### config.mk
export PLATFORM = sky130hd
export DESIGN_NAME = ep_stall_mgr
export DESIGN_NICKNAME = d
export VERILOG_FILES = /design/src/rtl/ep_stall_pkg.sv /design/src/rtl/ep_tok_decode.sv /design/src/rtl/ep_stall_cell.sv /design/src/rtl/ep_resp_reg.sv /design/src/rtl/ep_stall_mgr.sv
export SDC_FILE = /design/constraint.sdc
export NUM_CORES = 1
export LEC_CHECK = 0
export CAP_MARGIN = 15
export CELL_PAD_IN_SITES_DETAIL_PLACEMENT = 0
export CELL_PAD_IN_SITES_GLOBAL_PLACEMENT = 1
export CORE_UTILIZATION = 25
export DETAILED_ROUTE_END_ITERATION = 10
export PLACE_DENSITY = 0.86
export SYNTH_ARGS = -nofsm -noshare
export SYNTH_HDL_FRONTEND = slang
export SYNTH_SLANG_ARGS = --single-unit
### constraint.sdc
create_clock -name clk -period 1.2 [get_ports clk]
set_input_delay 0.3 -clock clk [delete_from_list [all_inputs] [get_ports clk]]
set_output_delay 0.3 -clock clk [all_outputs]
set_load 0.03 [all_outputs]
### src/rtl/ep_stall_pkg.sv
package ep_stall_pkg;
  typedef enum logic [1:0] {
    TOK_OUT   = 2'd0,
    TOK_IN    = 2'd1,
    TOK_SETUP = 2'd2,
    TOK_RSVD  = 2'd3
  } tok_e;

  typedef enum logic [1:0] {
    HS_NONE  = 2'd0,
    HS_ACK   = 2'd1,
    HS_STALL = 2'd2
  } hs_e;

  typedef struct packed {
    logic valid;
    hs_e  code;
    logic rx_ok;
    logic tx_ok;
  } resp_t;
endpackage

### src/rtl/ep_tok_decode.sv
module ep_tok_decode
  import ep_stall_pkg::*;
#(
  parameter int N_EP = 4,
  parameter int EPW  = 2
) (
  input  logic            tok_valid,
  input  logic [1:0]      tok_type,
  input  logic [EPW-1:0]  tok_ep,
  input  logic [N_EP-1:0] ep_is_ctrl,
  input  logic [N_EP-1:0] stall_q,
  output logic [N_EP-1:0] setup_drop,
  output logic [N_EP-1:0] stall_sent,
  output resp_t           resp_d
);
  logic            addr_ok;
  logic [N_EP-1:0] hit;
  logic            cur_stall;
  logic            cur_ctrl;
  logic            is_setup;

  assign addr_ok  = tok_valid && (tok_type != TOK_RSVD) && (32'(tok_ep) < N_EP);
  assign is_setup = (tok_type == TOK_SETUP);

  for (genvar i = 0; i < N_EP; i++) begin : g_hit
    assign hit[i]        = addr_ok && (tok_ep == EPW'(i));
    assign setup_drop[i] = hit[i] && is_setup && ep_is_ctrl[i];
    assign stall_sent[i] = hit[i] && stall_q[i] && !setup_drop[i];
  end

  assign cur_stall = |(hit & stall_q);
  assign cur_ctrl  = |(hit & ep_is_ctrl);

  always_comb begin
    resp_d       = '0;
    resp_d.code  = HS_NONE;
    resp_d.valid = addr_ok;
    if (addr_ok) begin
      if (is_setup && cur_ctrl) begin
        resp_d.code  = HS_ACK;
        resp_d.rx_ok = 1'b1;
      end else if (cur_stall) begin
        resp_d.code  = HS_STALL;
      end else begin
        resp_d.code  = HS_ACK;
        resp_d.rx_ok = (tok_type != TOK_IN);
        resp_d.tx_ok = (tok_type == TOK_IN);
      end
    end
  end
endmodule

### src/rtl/ep_stall_cell.sv
module ep_stall_cell (
  input  logic clk,
  input  logic rst,
  input  logic set_stb,
  input  logic clr_stb,
  input  logic setup_drop,
  input  logic stall_sent,
  input  logic flag_clr,
  input  logic irq_en,
  output logic stall_q,
  output logic flag_q,
  output logic irq_q
);
  logic flag_d;

  // a new STALL outranks a software clear of the same flag
  assign flag_d = stall_sent | (flag_q & ~flag_clr);

  always_ff @(posedge clk) begin
    if (rst) begin
      stall_q <= 1'b0;
      flag_q  <= 1'b0;
      irq_q   <= 1'b0;
    end else begin
      if (clr_stb || setup_drop) stall_q <= 1'b0;
      else if (set_stb)          stall_q <= 1'b1;
      flag_q <= flag_d;
      irq_q  <= flag_d & irq_en;
    end
  end
endmodule

### src/rtl/ep_resp_reg.sv
module ep_resp_reg
  import ep_stall_pkg::*;
#(
  parameter int EPW = 2
) (
  input  logic           clk,
  input  logic           rst,
  input  resp_t          resp_d,
  input  logic [EPW-1:0] ep_d,
  output resp_t          resp_q,
  output logic [EPW-1:0] ep_q
);
  always_ff @(posedge clk) begin
    if (rst) begin
      resp_q <= '0;
      ep_q   <= '0;
    end else begin
      resp_q <= resp_d;
      ep_q   <= ep_d;
    end
  end
endmodule

### src/rtl/ep_stall_mgr.sv
module ep_stall_mgr
  import ep_stall_pkg::*;
#(
  parameter int N_EP = 4,
  localparam int EPW = (N_EP > 1) ? $clog2(N_EP) : 1
) (
  input  logic            clk,
  input  logic            rst,
  input  logic            tok_valid,
  input  logic [1:0]      tok_type,
  input  logic [EPW-1:0]  tok_ep,
  input  logic [N_EP-1:0] ep_is_ctrl,
  input  logic [N_EP-1:0] stall_set,
  input  logic [N_EP-1:0] stall_clr,
  input  logic [N_EP-1:0] stalled_clr,
  input  logic [N_EP-1:0] stalled_ie,
  output logic            hs_valid,
  output logic [1:0]      hs_code,
  output logic [EPW-1:0]  hs_ep,
  output logic            rx_ok,
  output logic            tx_ok,
  output logic [N_EP-1:0] stall_req,
  output logic [N_EP-1:0] stalled,
  output logic [N_EP-1:0] ep_irq
);
  logic [N_EP-1:0] setup_drop;
  logic [N_EP-1:0] stall_sent;
  resp_t           resp_d;
  resp_t           resp_q;

  ep_tok_decode #(.N_EP(N_EP), .EPW(EPW)) u_dec (
    .tok_valid  (tok_valid),
    .tok_type   (tok_type),
    .tok_ep     (tok_ep),
    .ep_is_ctrl (ep_is_ctrl),
    .stall_q    (stall_req),
    .setup_drop (setup_drop),
    .stall_sent (stall_sent),
    .resp_d     (resp_d)
  );

  for (genvar i = 0; i < N_EP; i++) begin : g_ep
    ep_stall_cell u_cell (
      .clk        (clk),
      .rst        (rst),
      .set_stb    (stall_set[i]),
      .clr_stb    (stall_clr[i]),
      .setup_drop (setup_drop[i]),
      .stall_sent (stall_sent[i]),
      .flag_clr   (stalled_clr[i]),
      .irq_en     (stalled_ie[i]),
      .stall_q    (stall_req[i]),
      .flag_q     (stalled[i]),
      .irq_q      (ep_irq[i])
    );
  end

  ep_resp_reg #(.EPW(EPW)) u_resp (
    .clk    (clk),
    .rst    (rst),
    .resp_d (resp_d),
    .ep_d   (tok_ep),
    .resp_q (resp_q),
    .ep_q   (hs_ep)
  );

  assign hs_valid = resp_q.valid;
  assign hs_code  = resp_q.code;
  assign rx_ok    = resp_q.rx_ok;
  assign tx_ok    = resp_q.tx_ok;
endmodule

==> qor.csv, run 1 <==
stage,metric,value,unit
layout,post-route cell area,1460,um2
logic_synthesis,multiplexer share of the synthesized area,0.0509,
layout,share of layout cells above drive strength 1,0.389,
floorplan,core area,3360,um2
route,DRC viols,0,
layout,most frequent cells in the layout,"buf_4, clkdlybuf4s50_1, dfxtp_1, nor2_1",
hold_path,worst hold path class,input port to register,
cts,H-Tree Depth,1,
placement,dpl cell area,1370,um2
critical_path,CP required,0.90,ns
logic_synthesis,Synth Instances,92,
floorplan,Chip Height,61.5,um
power,PwrDens,890,nW/um2
layout,Area growth syn-to-layout,64.9,%
logic_synthesis,"Distinct cells, synth",34,
route,Antenna Violating Nets Remaining,0,
logic_synthesis,async set or reset register ratio after synthesis,0,
logic_synthesis,Post-Synth Simple-Gate Area,0.269,
logic_synthesis,"EDFF count, synth",0,
floorplan,row cnt,21,
global_route,initial antenna violation count,0,
cts,Clock Tree Buf Depth,2,
logic_synthesis,Syn Nets,119,
logic_synthesis,Syn Area/Cell,9.62,um2
logic_synthesis,post-synthesis sequential area ratio,0.430,
timing,clock skew,0.000435,ns
logic_synthesis,adder-cell share of the synthesized area,0,
global_route,"Remaining Overflow, GRT",0,
logic_synthesis,#FFs+latches synth,19,
layout,fin nets,172,
route,Vias,865,
timing,Max Slew Vio Count,0,
timing,Worst-Margin Slew,0.293,ns
timing,worst hold margin,0.261,ns
placement,RePlAce Congestion,0.822,
cts,Worst-Skew Late Latency,0.30,ns
global_route,largest net degree at the start of global routing,12,
floorplan,die area,3780,um2
cts,hold_buf cts,0,
global_route,first-pass GRT wire length,3620,um
logic_synthesis,Area contributors post-synth,"dfxtp_1, buf_4, nor2b_1",
critical_path,crit path max fanout,4,
global_route,all-layer global routing usage,0.134,
placement,Buffers on Ports,45,
logic_synthesis,Synth area leader,dfxtp_1,
timing,min cycle time layout,1.19,ns
run,max-cap violations,0,
route,Avg WL per Cell,12.8,um
cts,Worst-path clk slew,0.11,ns
timing,max frequency,0.840,GHz
cts,CTS root buffer,clkbuf_4,
power,P_leak,0.625,nW
run_status,status,"finished, final reports clean",
logic_synthesis,Synth Area in XOR/XNOR,0,
power,VDD IR max,0.354,mV
floorplan,# IOs,46,
cts,clk sink count,19,
logic_synthesis,Yosys warning count,0,
floorplan,initial core utilization,0.263,
timing,Slew Limit Headroom,0.805,
logic_synthesis,combinational family with the most area after synthesis,simple AND/OR/NAND/NOR gates,
logic_synthesis,ys flop type,dfxtp_1,
logic_synthesis,top cell type's share of synthesized area,0.430,
route,drt via density,4.55,
logic_synthesis,post-synthesis compound-gate area fraction,0.113,
critical_path,Critical Path AT,0.89,ns
timing,"Hold Vio Cnt, Final",0,
critical_path,CP endpoint kind,primary output,
cts,cts bufs inserted,3,
route,DRT iter0 DRCs,28,
route,drt first pass iters,4,
placement,HPWL after DPL,1880,um
logic_synthesis,Post-Synthesis Cell Area,885,um2
layout,diode count,0,
floorplan,Die Wd,61.5,um
critical_path,Setup Crit Path Kind,register to primary output,
route,Routed Wire Length,2440,um
timing,Final period util,0.992,
timing,RSZ-0062 raised after global routing,true,
critical_path,CP Launch Type,register,
global_route,vias in the first global route,804,
layout,"commonest non-fill, non-tap cell in the layout",buf_4,
timing,final setup vio count,0,
cts,TritonCTS clock tree,done,
[cell usage after synthesis, types with 2 or more instances]
cell       n
clkbuf_1   2
a41oi_1    3
nand4b_1   2
inv_1      2
nor2_1     8
dfxtp_1   19
mux2_2     2
nor4_1     2
nor2b_1    6
nand2b_1   3
a31oi_1    2
nand3_1    2
nor3b_1    4
nand2_1    2
o21ai_0    3
buf_4     12
[registers in the layout (all words and copies together) (netlist names)]
name and cells:
u_resp.resp_q 5, g_ep.u_cell.flag_q 4, g_ep.u_cell.irq_q 4, g_ep.u_cell.stall_q 4, u_resp.ep_q 2
[critical path: stages (launching register included)]
cell and delay (ns):
dfxtp_2 0.34, buf_6 0.12, buf_6 0.13
[report_power, final]
group	total (mW)	leakage [nW]	switching, mW	internal (mW)
Clock	0.328	0.0177	0.204	0.124
Sequential	0.659	0.157	0.00891	0.650
Combinational	0.312	0.451	0.137	0.175
Total	1.30	0.625	0.350	0.949
[timing repair]
| action | 4_1_cts | 5_1_grt |
|---|---|---|
| setup buffers | 0 | 1 |
| gates resized for setup | 19 | 6 |
| setup endpoints to repair | 18 | 9 |
| hold endpoints to repair | 0 | 0 |
| pin swaps | 3 | 1 |
[per-stage QoR]
stage          std cells  total power, mW  utilization  setup TNS, ns  setup slack, ns
5_1_grt              190             1.36        0.434        -0.0742          -0.0222
3_3_place_gp         185            0.960        0.406          -7.73           -0.596
4_1_cts              189             1.30        0.424              0          0.00549
2_1_floorplan         92            0.795            -        -0.0265          -0.0161
3_5_place_dp         185            0.965        0.406          -8.05           -0.630
6_report             190             1.30        0.434              0          0.00992
[worst paths after layout]
kind | startpoint | endpoint | slack, ns | cells after the start
worst max-delay path | g_ep[1].u_cell.stall_q$_SDFFE_PP0P_ | stall_req[1] | 0.01 | 2
worst min register to register | g_ep[2].u_cell.stall_q$_SDFFE_PP0P_ | g_ep[2].u_cell.stall_q$_SDFFE_PP0P_ | 0.59 | 2
worst min-delay path | ep_is_ctrl[2] | g_ep[2].u_cell.stall_q$_SDFFE_PP0P_ | 0.26 | 2
worst max register to register | g_ep[2].u_cell.stall_q$_SDFFE_PP0P_ | u_resp.resp_q[1]$_SDFF_PP0_ | 0.03 | 2
[cell type report]
class | instances | area, um2
clock buffer | 3 | 22.5
clock inverter | 1 | 5.00
fill | 350 | 1900
inverter | 2 | 7.51
multi-input combinational | 55 | 415
sequential | 19 | 385
tap | 46 | 57.6
timing repair buffer | 64 | 566
[layer usage]
layer	vias to the layer above	routed length (um)	global-route usage
met3	4	125	0.0210
li1	419	-	-
met2	31	1270	0.247
met5	-	0	0
met4	0	36	0.0667
met1	411	1010	0.147
[kinds of logic (layout without fill, tap and decap cells)]
kind of cell | count (synthesis) | in the layout
AND/OR/NAND/NOR | 38 | 38
flip-flops | 19 | 19
AO/OA/AOI/OAI | 14 | 14
buffers and inverters | 18 | 70
multiplexers | 3 | 3
(Power assumes the default switching activity.)
==> run 2: changes to the inputs <==
--- a/config.mk
+++ b/config.mk
@@ -5,6 +5,7 @@
 export SDC_FILE = /design/constraint.sdc
 export NUM_CORES = 1
 export LEC_CHECK = 0
+export ABC_CLOCK_PERIOD_IN_PS = 1200
 export CAP_MARGIN = 15
 export CELL_PAD_IN_SITES_DETAIL_PLACEMENT = 0
 export CELL_PAD_IN_SITES_GLOBAL_PLACEMENT = 1
==> results of run 2 <==
Same layout as run 1: the final DEF is identical, and so are final timing and power.
==> run 3: changes to the inputs <==
--- a/config.mk
+++ b/config.mk
@@ -6,12 +6,13 @@
 export NUM_CORES = 1
 export LEC_CHECK = 0
 export ABC_CLOCK_PERIOD_IN_PS = 1200
-export CAP_MARGIN = 15
-export CELL_PAD_IN_SITES_DETAIL_PLACEMENT = 0
-export CELL_PAD_IN_SITES_GLOBAL_PLACEMENT = 1
-export CORE_UTILIZATION = 25
+export CAP_MARGIN = 20
+export CELL_PAD_IN_SITES_DETAIL_PLACEMENT = 2
+export CELL_PAD_IN_SITES_GLOBAL_PLACEMENT = 2
+export CORE_UTILIZATION = 19
 export DETAILED_ROUTE_END_ITERATION = 10
-export PLACE_DENSITY = 0.86
+export PLACE_DENSITY = 0.84
+export SETUP_SLACK_MARGIN = 0.3
 export SYNTH_ARGS = -nofsm -noshare
 export SYNTH_HDL_FRONTEND = slang
 export SYNTH_SLANG_ARGS = --single-unit
==> qor.csv, run 3 (synthesis results as in run 1) <==
stage,metric,value,unit
run_status,status,"finished, final reports clean",
cts,Clock Tree Buf Depth,2,
layout,share of layout cells above drive strength 1,0.686,
layout,post-route cell area,1860,um2
route,Antenna Violating Nets Remaining,0,
timing,min cycle time layout,1.18,ns
placement,HPWL after DPL,2520,um
critical_path,CP Launch Type,register,
critical_path,Critical Path AT,1.35,ns
route,DRC viols,0,
layout,"commonest non-fill, non-tap cell in the layout",buf_6,
timing,worst hold margin,0.333,ns
critical_path,CP endpoint kind,register,
critical_path,CP cell instances,"mux4_2, a311oi_2",
timing,max frequency,0.849,GHz
power,PwrDens,841,nW/um2
global_route,"Remaining Overflow, GRT",0,
hold_path,hold path startpoint,stall_clr[2],
global_route,largest net degree at the start of global routing,11,
power,"Power, Total",1.56,mW
route,DRT iter0 DRCs,23,
floorplan,row cnt,24,
global_route,initial antenna violation count,0,
global_route,all-layer global routing usage,0.148,
global_route,first-pass GRT wire length,5540,um
layout,fin nets,181,
critical_path,Setup Crit Path Kind,register to register,
hold_path,worst hold path class,input port to register,
floorplan,# IOs,46,
critical_path,"slowest stage delay, CP",0.54,ns
layout,fillers,454,
run,max-cap violations,0,
critical_path,slowest CP cell,mux4_2,
floorplan,Die Wd,70.2,um
critical_path,CP Launch Point,g_ep[3].u_cell.stall_q$_SDFFE_PP0P_,
floorplan,Chip Height,70.2,um
route,drt first pass iters,4,
cts,hold_buf cts,0,
cts,cts bufs inserted,3,
cts,clk sink count,19,
timing,Slew Limit Headroom,0.815,
layout,Util after Layout,0.421,
layout,diode count,0,
timing,Max Slew Vio Count,0,
critical_path,CP required,1.37,ns
timing,clock skew,0.00155,ns
layout,Largest Register,u_resp.resp_q,
power,VDD IR max,0.319,mV
route,drt via density,4.61,
global_route,vias in the first global route,1107,
layout,max reg flops,5,
placement,dpl cell area,1420,um2
placement,Buffers on Ports,45,
layout,Area growth syn-to-layout,110,%
critical_path,crit path max fanout,4,
floorplan,die area,4930,um2
cts,H-Tree Depth,1,
route,Vias,946,
timing,Final period util,0.981,
timing,Worst-Margin Slew,0.277,ns
layout,Post-Layout Cell Count,205,
cts,Worst-Skew Late Latency,0.26,ns
cts,TritonCTS clock tree,done,
cts,Worst-path clk slew,0.07,ns
placement,cell count after placement,190,
timing,"Hold Vio Cnt, Final",0,
timing,RSZ-0062 raised after global routing,true,
route,Routed Wire Length,3920,um
floorplan,initial core utilization,0.200,
floorplan,core area,4410,um2
critical_path,Reg-to-Reg Start,g_ep[3].u_cell.stall_q$_SDFFE_PP0P_,
cts,CTS root buffer,clkbuf_8,
layout,most frequent cells in the layout,"buf_6, dfxtp_2, buf_4, clkdlybuf4s50_1",
route,Avg WL per Cell,19.1,um
placement,RePlAce Congestion,0.818,
power,P_leak,0.776,nW
timing,final setup vio count,0,
[run 3: final timing paths]
| check | end | slack, ns | depth (start not counted) |
|---|---|---|---|
| setup / recovery | u_resp.resp_q[1]$_SDFF_PP0_ | 0.02 | 2 |
| hold / removal | g_ep[2].u_cell.stall_q$_SDFFE_PP0P_ | 0.33 | 4 |
| setup reg to reg | u_resp.resp_q[1]$_SDFF_PP0_ | 0.02 | 2 |
| hold reg to reg | g_ep[1].u_cell.flag_q$_SDFF_PP0_ | 0.68 | 2 |
[run 3: layout make-up]
class / count / area [um2] / area share
inverters: 2 / 7.51 / 0.00404
clock buffers: 4 / 45.0 / 0.0242
multi-input cells: 55 / 574 / 0.309
well taps: 52 / 65.1 / 0.0350
repair buffers: 73 / 762 / 0.410
flip-flops and latches: 19 / 404 / 0.218
[run 3: metal layers]
| layer | part of all wire | up-vias | GRT usage | wire length, um |
|---|---|---|---|---|
| li1 | - | 437 | - | - |
| met4 | 0.027 | 0 | 0.0600 | 104 |
| met3 | 0.044 | 9 | 0.0303 | 173 |
| met2 | 0.57 | 36 | 0.281 | 2250 |
| met1 | 0.36 | 464 | 0.157 | 1400 |
| met5 | 0 | - | 0 | 0 |
[run 3: timing repair]
action | in CTS | in global routing
endpoints found under the setup margin | 38 | 35
pin swaps | 12 | 17
setup buffers | 9 | 2
resized for setup | 90 | 31
hold endpoints to repair | 0 | 0
[run 3: power breakdown]
part | leakage [nW] | switching [mW] | internal (mW) | total, mW
Sequential | 0.163 | 0.0105 | 0.652 | 0.662
Clock | 0.0228 | 0.233 | 0.237 | 0.470
Combinational | 0.590 | 0.195 | 0.235 | 0.431
Total | 0.776 | 0.439 | 1.12 | 1.56
[run 3: worst max-delay path, delay by kind of cell, from the launching register on]
family / cells / cell delay [ns]
multiplexers: 1 / 0.54
AO/OA/AOI/OAI: 1 / 0.22
flip-flops: 1 / 0.33
[run 3: through the flow]
step	setup WS (ns)	setup TNS, ns
5_1_grt	-0.00971	-0.00971
3_3_place_gp	-0.621	-7.91
6_report	0.0224	0
2_1_floorplan	-0.0154	-0.0250
4_1_cts	0.0184	0
3_5_place_dp	-0.675	-8.79
